===== src/rtl/audio_ctl_pkg.sv =====
package audio_ctl_pkg;
  localparam int unsigned REG_NUM = 4;
  localparam int unsigned IDX_W   = $clog2(REG_NUM);
  localparam int unsigned BYTE_W  = 8;
  localparam int unsigned CNT_W   = $clog2(BYTE_W + 1);
  localparam logic [6:0]  DEV_ADDR_BASE = 7'b1011010;

  typedef enum logic [2:0] {
    ST_IDLE, ST_ADDR, ST_ACK, ST_RX, ST_TX, ST_MACK, ST_IGN
  } bus_st_e;

  typedef struct packed {
    logic [6:0] vol_r;
    logic [6:0] vol_l;
    logic       stereo;
    logic       gen_mute;
    logic       avl_on;
    logic       decay_fast;
    logic [1:0] attack;
    logic       line_mute;
    logic [1:0] tone_sel;
    logic       src_ext;
    logic       mono;
    logic       lin_tone;
  } ctl_fields_t;
endpackage


===== src/rtl/i2c_line_sync.sv =====
module i2c_line_sync #(
  parameter int unsigned STAGES = 2
) (
  input  logic clk_i,
  input  logic rst_ni,
  input  logic scl_i,
  input  logic sda_i,
  output logic scl_o,
  output logic sda_o,
  output logic scl_rise_o,
  output logic scl_fall_o,
  output logic start_o,
  output logic stop_o
);
  logic [STAGES-1:0] scl_ff, sda_ff;
  logic scl_q, sda_q;

  always_ff @(posedge clk_i or negedge rst_ni) begin
    if (!rst_ni) begin
      scl_ff <= '1;
      sda_ff <= '1;
      scl_q  <= 1'b1;
      sda_q  <= 1'b1;
    end else begin
      scl_ff <= {scl_ff[STAGES-2:0], scl_i};
      sda_ff <= {sda_ff[STAGES-2:0], sda_i};
      scl_q  <= scl_ff[STAGES-1];
      sda_q  <= sda_ff[STAGES-1];
    end
  end

  assign scl_o      = scl_ff[STAGES-1];
  assign sda_o      = sda_ff[STAGES-1];
  assign scl_rise_o = scl_o & ~scl_q;
  assign scl_fall_o = ~scl_o & scl_q;
  // data edges while clock stays high
  assign start_o    = scl_o & scl_q & sda_q & ~sda_o;
  assign stop_o     = scl_o & scl_q & ~sda_q & sda_o;
endmodule


===== src/rtl/i2c_proto_fsm.sv =====
module i2c_proto_fsm
  import audio_ctl_pkg::*;
(
  input  logic             clk_i,
  input  logic             rst_ni,
  input  logic             scl_i,
  input  logic             sda_i,
  input  logic             scl_rise_i,
  input  logic             scl_fall_i,
  input  logic             start_i,
  input  logic             stop_i,
  input  logic             addr_sel_i,
  input  logic [BYTE_W-1:0] status_i,
  output logic             sda_oe_o,
  output logic             wr_en_o,
  output logic [IDX_W-1:0] wr_idx_o,
  output logic [BYTE_W-1:0] wr_data_o,
  output logic             rd_done_o
);
  localparam logic [CNT_W-1:0] FULL = CNT_W'(BYTE_W);
  localparam logic [CNT_W-1:0] LAST = CNT_W'(BYTE_W - 1);
  localparam logic [IDX_W-1:0] TOP  = IDX_W'(REG_NUM - 1);

  bus_st_e          st_q;
  logic [CNT_W-1:0] bit_q;
  logic [BYTE_W-1:0] sh_q, tx_q;
  logic             rw_q, addr_ph_q, have_sub_q;
  logic [IDX_W-1:0] ptr_q;
  logic [6:0]       dev_addr;
  logic             byte_end;

  assign dev_addr = {DEV_ADDR_BASE[6:1], addr_sel_i};
  assign byte_end = scl_fall_i && (bit_q == FULL);

  always_ff @(posedge clk_i or negedge rst_ni) begin
    if (!rst_ni) begin
      st_q       <= ST_IDLE;
      bit_q      <= '0;
      sh_q       <= '0;
      tx_q       <= '0;
      rw_q       <= 1'b0;
      addr_ph_q  <= 1'b0;
      have_sub_q <= 1'b0;
      ptr_q      <= '0;
    end else if (start_i) begin
      st_q  <= ST_ADDR;
      bit_q <= '0;
    end else if (stop_i) begin
      st_q <= ST_IDLE;
    end else begin
      unique case (st_q)
        ST_ADDR: begin
          if (scl_rise_i && bit_q != FULL) begin
            sh_q  <= {sh_q[BYTE_W-2:0], sda_i};
            bit_q <= bit_q + 1'b1;
          end else if (byte_end) begin
            if (sh_q[7:1] == dev_addr) begin
              st_q       <= ST_ACK;
              rw_q       <= sh_q[0];
              addr_ph_q  <= 1'b1;
              have_sub_q <= 1'b0;
            end else begin
              st_q <= ST_IGN;
            end
          end
        end
        ST_ACK: begin
          if (scl_fall_i) begin
            bit_q     <= '0;
            addr_ph_q <= 1'b0;
            if (addr_ph_q && rw_q) begin
              st_q <= ST_TX;
              tx_q <= status_i;
            end else begin
              st_q <= ST_RX;
            end
          end
        end
        ST_RX: begin
          if (scl_rise_i && bit_q != FULL) begin
            sh_q  <= {sh_q[BYTE_W-2:0], sda_i};
            bit_q <= bit_q + 1'b1;
          end else if (byte_end) begin
            st_q <= ST_ACK;
            if (!have_sub_q) begin
              ptr_q      <= sh_q[IDX_W-1:0];
              have_sub_q <= 1'b1;
            end else begin
              ptr_q <= (ptr_q == TOP) ? '0 : ptr_q + 1'b1;
            end
          end
        end
        ST_TX: begin
          if (scl_fall_i) begin
            if (bit_q == LAST) st_q <= ST_MACK;
            else begin
              tx_q  <= {tx_q[BYTE_W-2:0], 1'b0};
              bit_q <= bit_q + 1'b1;
            end
          end
        end
        ST_MACK: if (scl_rise_i) st_q <= ST_IGN;
        default: ;
      endcase
    end
  end

  assign sda_oe_o  = (st_q == ST_ACK) || (st_q == ST_TX && !tx_q[BYTE_W-1]);
  assign wr_en_o   = (st_q == ST_RX) && byte_end && have_sub_q && !start_i && !stop_i;
  assign wr_idx_o  = ptr_q;
  assign wr_data_o = sh_q;
  assign rd_done_o = (st_q == ST_MACK) && scl_rise_i && !start_i && !stop_i;

  p_oe_scl_low_r12: assert property (@(posedge clk_i) disable iff (!rst_ni)
    $rose(sda_oe_o) |-> !scl_i);
  p_ign_released_r11: assert property (@(posedge clk_i) disable iff (!rst_ni)
    (st_q == ST_IGN && !start_i) |=> !sda_oe_o);
  p_ptr_wrap_r3: assert property (@(posedge clk_i) disable iff (!rst_ni)
    (wr_en_o && ptr_q == TOP) |=> ptr_q == '0);
  p_abort_r10: assert property (@(posedge clk_i) disable iff (!rst_ni)
    start_i |=> (st_q == ST_ADDR && bit_q == '0));
endmodule


===== src/rtl/ctl_regfile.sv =====
module ctl_regfile
  import audio_ctl_pkg::*;
(
  input  logic              clk_i,
  input  logic              rst_ni,
  input  logic              wr_en_i,
  input  logic [IDX_W-1:0]  wr_idx_i,
  input  logic [BYTE_W-1:0] wr_data_i,
  input  logic              rd_done_i,
  input  logic              pilot_i,
  output logic [BYTE_W-1:0] status_o,
  output ctl_fields_t       fields_o
);
  localparam logic [REG_NUM-1:0][BYTE_W-1:0] WMASK   = {8'h1F, 8'h7F, 8'h7F, 8'h7F};
  localparam logic [REG_NUM-1:0][BYTE_W-1:0] RST_VAL = {8'h00, 8'h02, 8'h00, 8'h00};

  logic [REG_NUM-1:0][BYTE_W-1:0] regs_q;
  logic por_q;

  always_ff @(posedge clk_i or negedge rst_ni) begin
    if (!rst_ni) begin
      regs_q <= RST_VAL;
    end else if (wr_en_i) begin
      for (int i = 0; i < REG_NUM; i++)
        if (wr_idx_i == IDX_W'(i)) regs_q[i] <= wr_data_i & WMASK[i];
    end
  end

  always_ff @(posedge clk_i or negedge rst_ni) begin
    if (!rst_ni)        por_q <= 1'b1;
    else if (rd_done_i) por_q <= 1'b0;
  end

  assign status_o = {{(BYTE_W-2){1'b0}}, por_q, pilot_i};

  always_comb begin
    fields_o.vol_r      = regs_q[0][6:0];
    fields_o.vol_l      = regs_q[1][6:0];
    fields_o.stereo     = regs_q[2][0];
    fields_o.gen_mute   = regs_q[2][1];
    fields_o.avl_on     = regs_q[2][2];
    fields_o.decay_fast = regs_q[2][3];
    fields_o.attack     = regs_q[2][5:4];
    fields_o.line_mute  = regs_q[2][6];
    fields_o.tone_sel   = regs_q[3][1:0];
    fields_o.src_ext    = regs_q[3][2];
    fields_o.mono       = regs_q[3][3];
    fields_o.lin_tone   = regs_q[3][4];
  end

  p_hold_r2: assert property (@(posedge clk_i) disable iff (!rst_ni)
    !wr_en_i |=> $stable(regs_q));
  p_por_clear_r9: assert property (@(posedge clk_i) disable iff (!rst_ni)
    $fell(por_q) |-> $past(rd_done_i));
endmodule


===== src/rtl/audio_ctl_i2c_slave.sv =====
module audio_ctl_i2c_slave
  import audio_ctl_pkg::*;
#(
  parameter int unsigned SYNC_STAGES = 2
) (
  input  logic       clk_i,
  input  logic       rst_ni,
  input  logic       scl_i,
  input  logic       sda_i,
  output logic       sda_oe_o,
  input  logic       addr_sel_i,
  input  logic       pilot_i,
  output logic [6:0] vol_r_o,
  output logic [6:0] vol_l_o,
  output logic       stereo_o,
  output logic       gen_mute_o,
  output logic       avl_on_o,
  output logic       decay_fast_o,
  output logic [1:0] attack_o,
  output logic       line_mute_o,
  output logic [1:0] tone_sel_o,
  output logic       src_ext_o,
  output logic       mono_o,
  output logic       lin_tone_o
);
  logic scl_s, sda_s, scl_rise, scl_fall, start, stop;
  logic wr_en, rd_done;
  logic [IDX_W-1:0]  wr_idx;
  logic [BYTE_W-1:0] wr_data, status;
  ctl_fields_t       fields;

  i2c_line_sync #(.STAGES(SYNC_STAGES)) u_sync (
    .clk_i, .rst_ni, .scl_i, .sda_i,
    .scl_o(scl_s), .sda_o(sda_s), .scl_rise_o(scl_rise), .scl_fall_o(scl_fall),
    .start_o(start), .stop_o(stop)
  );

  i2c_proto_fsm u_fsm (
    .clk_i, .rst_ni, .scl_i(scl_s), .sda_i(sda_s),
    .scl_rise_i(scl_rise), .scl_fall_i(scl_fall), .start_i(start), .stop_i(stop),
    .addr_sel_i, .status_i(status), .sda_oe_o,
    .wr_en_o(wr_en), .wr_idx_o(wr_idx), .wr_data_o(wr_data), .rd_done_o(rd_done)
  );

  ctl_regfile u_regs (
    .clk_i, .rst_ni, .wr_en_i(wr_en), .wr_idx_i(wr_idx), .wr_data_i(wr_data),
    .rd_done_i(rd_done), .pilot_i, .status_o(status), .fields_o(fields)
  );

  assign vol_r_o      = fields.vol_r;
  assign vol_l_o      = fields.vol_l;
  assign stereo_o     = fields.stereo;
  assign gen_mute_o   = fields.gen_mute;
  assign avl_on_o     = fields.avl_on;
  assign decay_fast_o = fields.decay_fast;
  assign attack_o     = fields.attack;
  assign line_mute_o  = fields.line_mute;
  assign tone_sel_o   = fields.tone_sel;
  assign src_ext_o    = fields.src_ext;
  assign mono_o       = fields.mono;
  assign lin_tone_o   = fields.lin_tone;
endmodule


===== config.mk =====
export PLATFORM = sky130hd
export DESIGN_NAME = audio_ctl_i2c_slave
export DESIGN_NICKNAME = d
export VERILOG_FILES = /design/src/rtl/audio_ctl_pkg.sv /design/src/rtl/i2c_line_sync.sv /design/src/rtl/i2c_proto_fsm.sv /design/src/rtl/ctl_regfile.sv /design/src/rtl/audio_ctl_i2c_slave.sv
export SDC_FILE = /design/constraint.sdc
export NUM_CORES = 1
export LEC_CHECK = 0
export ABC_CLOCK_PERIOD_IN_PS = 1750
export BUFFER_PORTS_ARGS = -buffer_cell sky130_fd_sc_hd__clkbuf_2
export CAP_MARGIN = 10
export CORE_ASPECT_RATIO = 0.9
export CORE_MARGIN = 2
export CORE_UTILIZATION = 30
export CTS_BUF_LIST = sky130_fd_sc_hd__clkbuf_16
export CTS_CLUSTER_SIZE = 14
export DETAILED_ROUTE_END_ITERATION = 6
export PLACE_DENSITY_LB_ADDON = 0.3
export SYNTH_ARGS = -nofsm -noshare
export SYNTH_HDL_FRONTEND = slang
export SYNTH_SLANG_ARGS = --single-unit

===== constraint.sdc =====
create_clock -name clk_i -period 1.75 [get_ports clk_i]
set_input_delay 0.175 -clock clk_i [delete_from_list [all_inputs] [get_ports clk_i]]
set_output_delay 0.175 -clock clk_i [all_outputs]
set_load 0.005 [all_outputs]

Word level (Yosys, flattened, before mapping) --
Cells that the tools add are included.
Operators by class: add/sub/neg operators 2, equal/unequal tests 34, multiplexer cells 38, bitwise gates (word level) 14, reductions and logical operators 34
Operator list (count):
- $mux W3 | 12
- $mux W8 | 4
- $mux W4 | 6
- $ne A4 B1 Y1 const B | 6
- $pmux W8 S2 | 1
- $pmux W3 S5 | 1
- $ne A2 B1 Y1 const B | 7
- $reduce_and A7 Y1 | 2
- $pmux W4 S3 | 1
- $reduce_and A6 Y1 | 2
- $logic_and A1 B1 Y1 | 11
- $mux W1 | 9
- $ne A3 B1 Y1 const B | 3
- $reduce_and A9 Y1 | 1
- $ne A4 B2 Y1 const B | 2
- $reduce_and A2 Y1 | 4
- $reduce_and A8 Y1 | 1
- $and A1 B1 Y1 | 7
- $eq A7 B7 Y1 | 1
- $not A1 Y1 | 7
- $reduce_bool A7 Y1 | 1
- $eq A3 B2 Y1 const B | 2
- $eq A3 B3 Y1 const B | 2
- $ne A2 B2 Y1 const B | 3
- other kinds (19) | 26
Storage, ports and cells: register bits 61, input port bits 6, output and inout port bits 27, logic and storage cells 139

Longest topological paths before layout --
word-level depth 8, gate-level depth with buffers 7, gate-level depth less buffers 6

Cells and area by module --
From an unflattened synthesis, not the netlist that was laid out.
Second synthesis, totals: cell total of the unflattened synthesis 242, area total of the unflattened synthesis 2952.8 µm²
Modules (own cells, without submodules):
- i2c_proto_fsm | times used 1, cells an instance 165, area an instance 1675.4 µm²
- ctl_regfile | times used 1, cells an instance 67, area an instance 1087.3 µm²
- i2c_line_sync | times used 1, cells an instance 10, area an instance 190.2 µm²

Least setup slack after synthesis --
Ideal clock, no wire load.
kind register -> register, start register u_fsm.bit_q[0], end register u_regs.regs_q, in the netlist u_regs.fields_o[11], setup time 0.125 ns, data arrival time 1.701 ns, required time 1.625 ns, slack -0.075 ns, cell stages (with the launch flop) 8, cells stage by stage dfrtp_1 -> inv_1 -> ha_1 -> nand3b_1 -> nor3_1 -> and4_1 -> buf_2 -> mux2_2
Between the ends: longest elaborated chain between the ends 7
Ends and longest elaborated chain:
- start, declared | line i2c_proto_fsm.sv:25 | logic [CNT_W-1:0] bit_q;
- start signal, assigned | line i2c_proto_fsm.sv:55 | bit_q <= bit_q + 1'b1;
- start signal, assigned | line i2c_proto_fsm.sv:82 | bit_q <= bit_q + 1'b1;
- start signal, assigned | line i2c_proto_fsm.sv:98 | bit_q <= bit_q + 1'b1;
- $eq A4 B4 Y1 | line i2c_proto_fsm.sv:33 | assign byte_end = scl_fall_i && (bit_q == FULL);
- $logic_and A1 B1 Y1 | line i2c_proto_fsm.sv:33
- $logic_and A1 B1 Y1 (4 in a row) | line i2c_proto_fsm.sv:109 | assign wr_en_o = (st_q == ST_RX) && byte_end && have_sub_q && !start_i && !stop_i;
- $reduce_and A2 Y1 (no line)
- end signal, assigned by index | line ctl_regfile.sv:25 | if (wr_idx_i == IDX_W'(i)) regs_q[i] <= wr_data_i & WMASK[i];
- end, declared | line ctl_regfile.sv:17 | logic [REG_NUM-1:0][BYTE_W-1:0] regs_q;
Every way passes these cells. A chain may end at the register's enable or synchronous reset.

Worst setup path in the final report --
start register u_fsm.bit_q[0], end register u_regs.regs_q, in the netlist u_regs.fields_o[9]
Same word-level chain as after synthesis.

==> summary.md <==
| Metric | Value |
|---|---|
| Seq cells post-synth | `61` |
| Clk_lat worst skew | `0.33 ns` |
| Worst r2r src | `u_fsm.bit_q[0]$_DFFE_PN0P_` |
| Net Switching | `1.67 mW` |
| Fin cells | `437` |
| Post-Synthesis Cells | `224` |
| Static leakage | `1.97 nW` |
| Status | `finished with violations` |
| Worst endpoint required time | `1.96 ns` |
| Leading area contributor after synthesis | `dfrtp_1` |
| Clock transition at the registers of the reported paths | `0.06 ns` |
| Crit Reg-Reg Endpoint | `u_regs.fields_o[9]$_DFFE_PN0P_` |
| Max_cap viols | `0` |
| Antenna viol nets, final | `0` |
| Critical Path End Type | `flip-flop` |
| Slew Limit Fails | `0` |
| Via density | `4.51` |
| Storage cell area | `0.00154 mm²` |
| Synth warn | `0` |
| Routability cong. | `0.808` |
| Hold path startpoint | `pilot_i` |
| Pin count of the biggest net entering global routing | `23` |
| Unique masters post-synth | `47` |
| Syn nets | `237` |
| Crit-path max FO | `4` |
| First-pass GRT wire length | `10300 µm` |
| Cell Rows | `34` |
| Die width | `108 µm` |
| CTS Buf Count | `9` |
| Period minus WS final | `1.76 ns` |
| IO buf count | `32` |
| Slew @ Worst Pin | `0.616 ns` |
| Final Hold Viols | `0` |
| Root buffer cell | `clkbuf_16` |
| Synthesized cell area | `0.00291 mm²` |
| CP Capture Point | `u_regs.fields_o[9]$_DFFE_PN0P_` |
| Final setup fails | `13` |
| Clk sinks | `61` |
| Fill cells | `904` |
| CTS Buffer Depth | `2` |
| Worst reg2reg setup slack | `-0.01 ns` |
| Detail Placement HPWL | `4510 µm` |
| Multi-input gate area | `0.00135 mm²` |
| N_diodes | `0` |
| Logic pwr share | `30.4%` |
| Initial Utilization | `30.4%` |
| Pwr Density | `1360 mW/mm²` |
| R2R depth | `7` |
| Fin area | `0.00398 mm²` |
| Unrepaired setup endpoints after global routing | `yes` |
| Drt wl/cell | `14.2 µm` |
| Clock skew | `0.00715 ns` |
| CTS tree | `yes` |
| Vias in the first global route | `2011` |
| Sw Share | `30.8%` |
| 1st-pass router iterations | `4` |
| Internal | `3.75 mW` |
| Layout cells sized above 1 | `50.5%` |
| Initial antenna violation count | `0` |
| DR iter-0 viols | `91` |
| Grt total ovfl | `0` |
| Die span in y | `97.4 µm` |
| Failing checks | `setup timing` |
| Clock power share | `35.5%` |
| Final worst slack | `-0.0140 ns` |
| Tightest Hold Check Type | `primary input to flip-flop` |
| Core area | `0.00957 mm²` |
| Max frequency | `567 MHz` |
| Die area | `0.0105 mm²` |
| GR Util All Layers | `12.7%` |
| Critical Path Start Type | `flip-flop` |
| DP Cell Count | `416` |
| Routed vias | `1971` |
| Layout Nets | `319` |
| Rel. slew slack | `59.0%` |
| Critical path startpoint | `u_fsm.bit_q[0]$_DFFE_PN0P_` |
| I/O Pins | `33` |
| Crit Path Category | `flip-flop to flip-flop` |
| Routed WL | `6190 µm` |
| Synth area leaders | `dfrtp_1 46%, mux2_4 10%, dfstp_2 7.2%` |
| Peak VDD IR | `685 µV` |
| Seq pwr share | `34.1%` |
| CP arrival | `1.98 ns` |
| DRC Markers | `0` |
| Area grow syn2layout | `36.6%` |
| Dpl cell area | `0.00351 mm²` |
| Syn Area/Cell | `13.0 µm²` |
| Register area share after synthesis | `52.8%` |
| Level count of the clock H-tree | `3` |
| Tcrit/Tclk final | `101%` |
| Top cell type's share of synthesized area | `45.6%` |
[metal layers]
metal	share of wire, %	vias up	global-route usage, %
li1	-	962	-
met1	49	978	17.3
met2	46	22	19.3
met3	3.0	9	3.42
met4	1.9	0	5.03
met5	0	-	0
[worst min-delay path by stage]
| stage | end | slack [ns] | cells past startpoint |
|---|---|---|---|
| floorplan | u_fsm.addr_ph_q$_DFFE_PN0P_ | -0.12 | 0 |
| global placement | u_regs.fields_o[17]$_DFFE_PN0P_ | 0.21 | 1 |
| detailed placement | u_regs.fields_o[17]$_DFFE_PN0P_ | 0.21 | 1 |
| CTS | u_fsm.tx_q[0]$_DFFE_PN0P_ | 0.08 | 3 |
| global route | u_fsm.tx_q[0]$_DFFE_PN0P_ | 0.11 | 3 |
| finish | u_fsm.tx_q[0]$_DFFE_PN0P_ | 0.08 | 3 |
[layout by cell type (no fill, tap or decap), types with 3 or more instances in the layout]
cell type,instances
nand2_4,3
buf_4,36
nand3_1,3
nand2b_1,3
mux2_2,9
inv_1,11
dfstp_2,8
ha_1,6
clkbuf_2,31
mux2_4,27
nor2_1,3
dfrtp_1,51
buf_6,5
nand2_1,23
mux2i_1,6
xor2_1,3
dlygate4sd3_1,3
and4b_1,3
nor3_1,3
clkbuf_16,9
nor2b_1,3
clkinv_4,3
o21ai_0,9
[layout make-up]
type | instances | area share [%]
inverter | 12 | 1.13
clock buffer | 9 | 5.66
clock inverter | 7 | 2.49
tap | 126 | 3.96
timing repair buffer | 78 | 14.0
sequential | 61 | 38.7
multi-input combinational | 144 | 34.0
[flip-flops by register name, summed over array words and instances (netlist names)]
name / flops
u_regs.fields_o: 26
u_fsm.tx_q: 8
u_fsm.wr_data_o: 8
u_fsm.bit_q: 4
u_fsm.st_q: 3
u_fsm.wr_idx_o: 2
u_sync.scl_ff: 2
u_sync.sda_ff: 2
u_fsm.addr_ph_q: 1
u_fsm.have_sub_q: 1
u_fsm.rw_q: 1
u_regs.por_q: 1
u_sync.scl_q: 1
u_sync.sda_q: 1
[stage by stage]
step	setup TNS [ns]	hold slack [ns]	util, %	power [mW]	setup WS, ns
final	-0.0486	0.0841	41.5	5.41	-0.0140
after global placement	-0.156	0.206	36.7	3.38	-0.0124
after global routing	-1.65	0.109	41.5	5.73	-0.0984
after floorplan	0	-0.121	-	2.73	0.00572
after CTS	-0.253	0.0807	40.6	5.39	-0.0250
after detailed placement	-0.620	0.213	36.7	3.41	-0.0488
[power by group through the flow]
| stage | sequential [mW] | combinational (mW) | clock (mW) |
|---|---|---|---|
| finish | 1.85 | 1.64 | 1.92 |
| global route | 1.89 | 1.82 | 2.02 |
| CTS | 1.84 | 1.60 | 1.95 |
| detailed placement | 1.86 | 1.55 | 0 |
| global placement | 1.84 | 1.54 | 0 |
| floorplan | 1.79 | 0.938 | 0 |
[logic make-up after synthesis]
| kind of cell | after synthesis | share of synthesized area (%) |
|---|---|---|
| simple gates | 62 | 13.7 |
| flops | 61 | 52.8 |
| mux | 42 | 18.6 |
| compound gates | 30 | 7.65 |
| buf+inv | 19 | 3.40 |
| fa+ha+maj | 7 | 3.01 |
| xor+xnor | 3 | 0.903 |
[timing repair]
item / in CTS / in global routing
gates resized for setup: 4 / 24
hold buffers: 3 / 0
setup endpoints to repair: 27 / 40
pin swaps: 1 / 4
hold endpoints to repair: 19 / 0
buffers inserted: 2 / 0
[critical path, cell delays in order (launching register included)]
cell and delay [ns]:
dfrtp_1 0.38, inv_2 0.07, ha_4 0.12, nand3b_1 0.18, nor3_2 0.20, and4_4 0.27, buf_6 0.12, mux2_4 0.30
[cells in the mapped netlist, drive strengths merged]
cell type and n:
dfrtp 53, mux2 36, nand2 27, inv 12, o21ai 11, dfstp 8
buf 7, ha 7, mux2i 6, nor2b 5, nand2b 4, nand3 4
nor3 4, a21oi 3, and4b 3, nor2 3, xor2 3, a32oi 2
nand3b 2, nand4b 2, nor3b 2, o211ai 2, o221ai 2, a221oi 1
a22o 1, a22oi 1, a311o 1, a31oi 1, a41oi 1, and4 1
nand4bb 1, nor4 1, o21a 1, o2bb2ai 1, o311ai 1, o31a 1
or3 1, or3b 1, or4b 1
(Power assumes the default switching activity.)
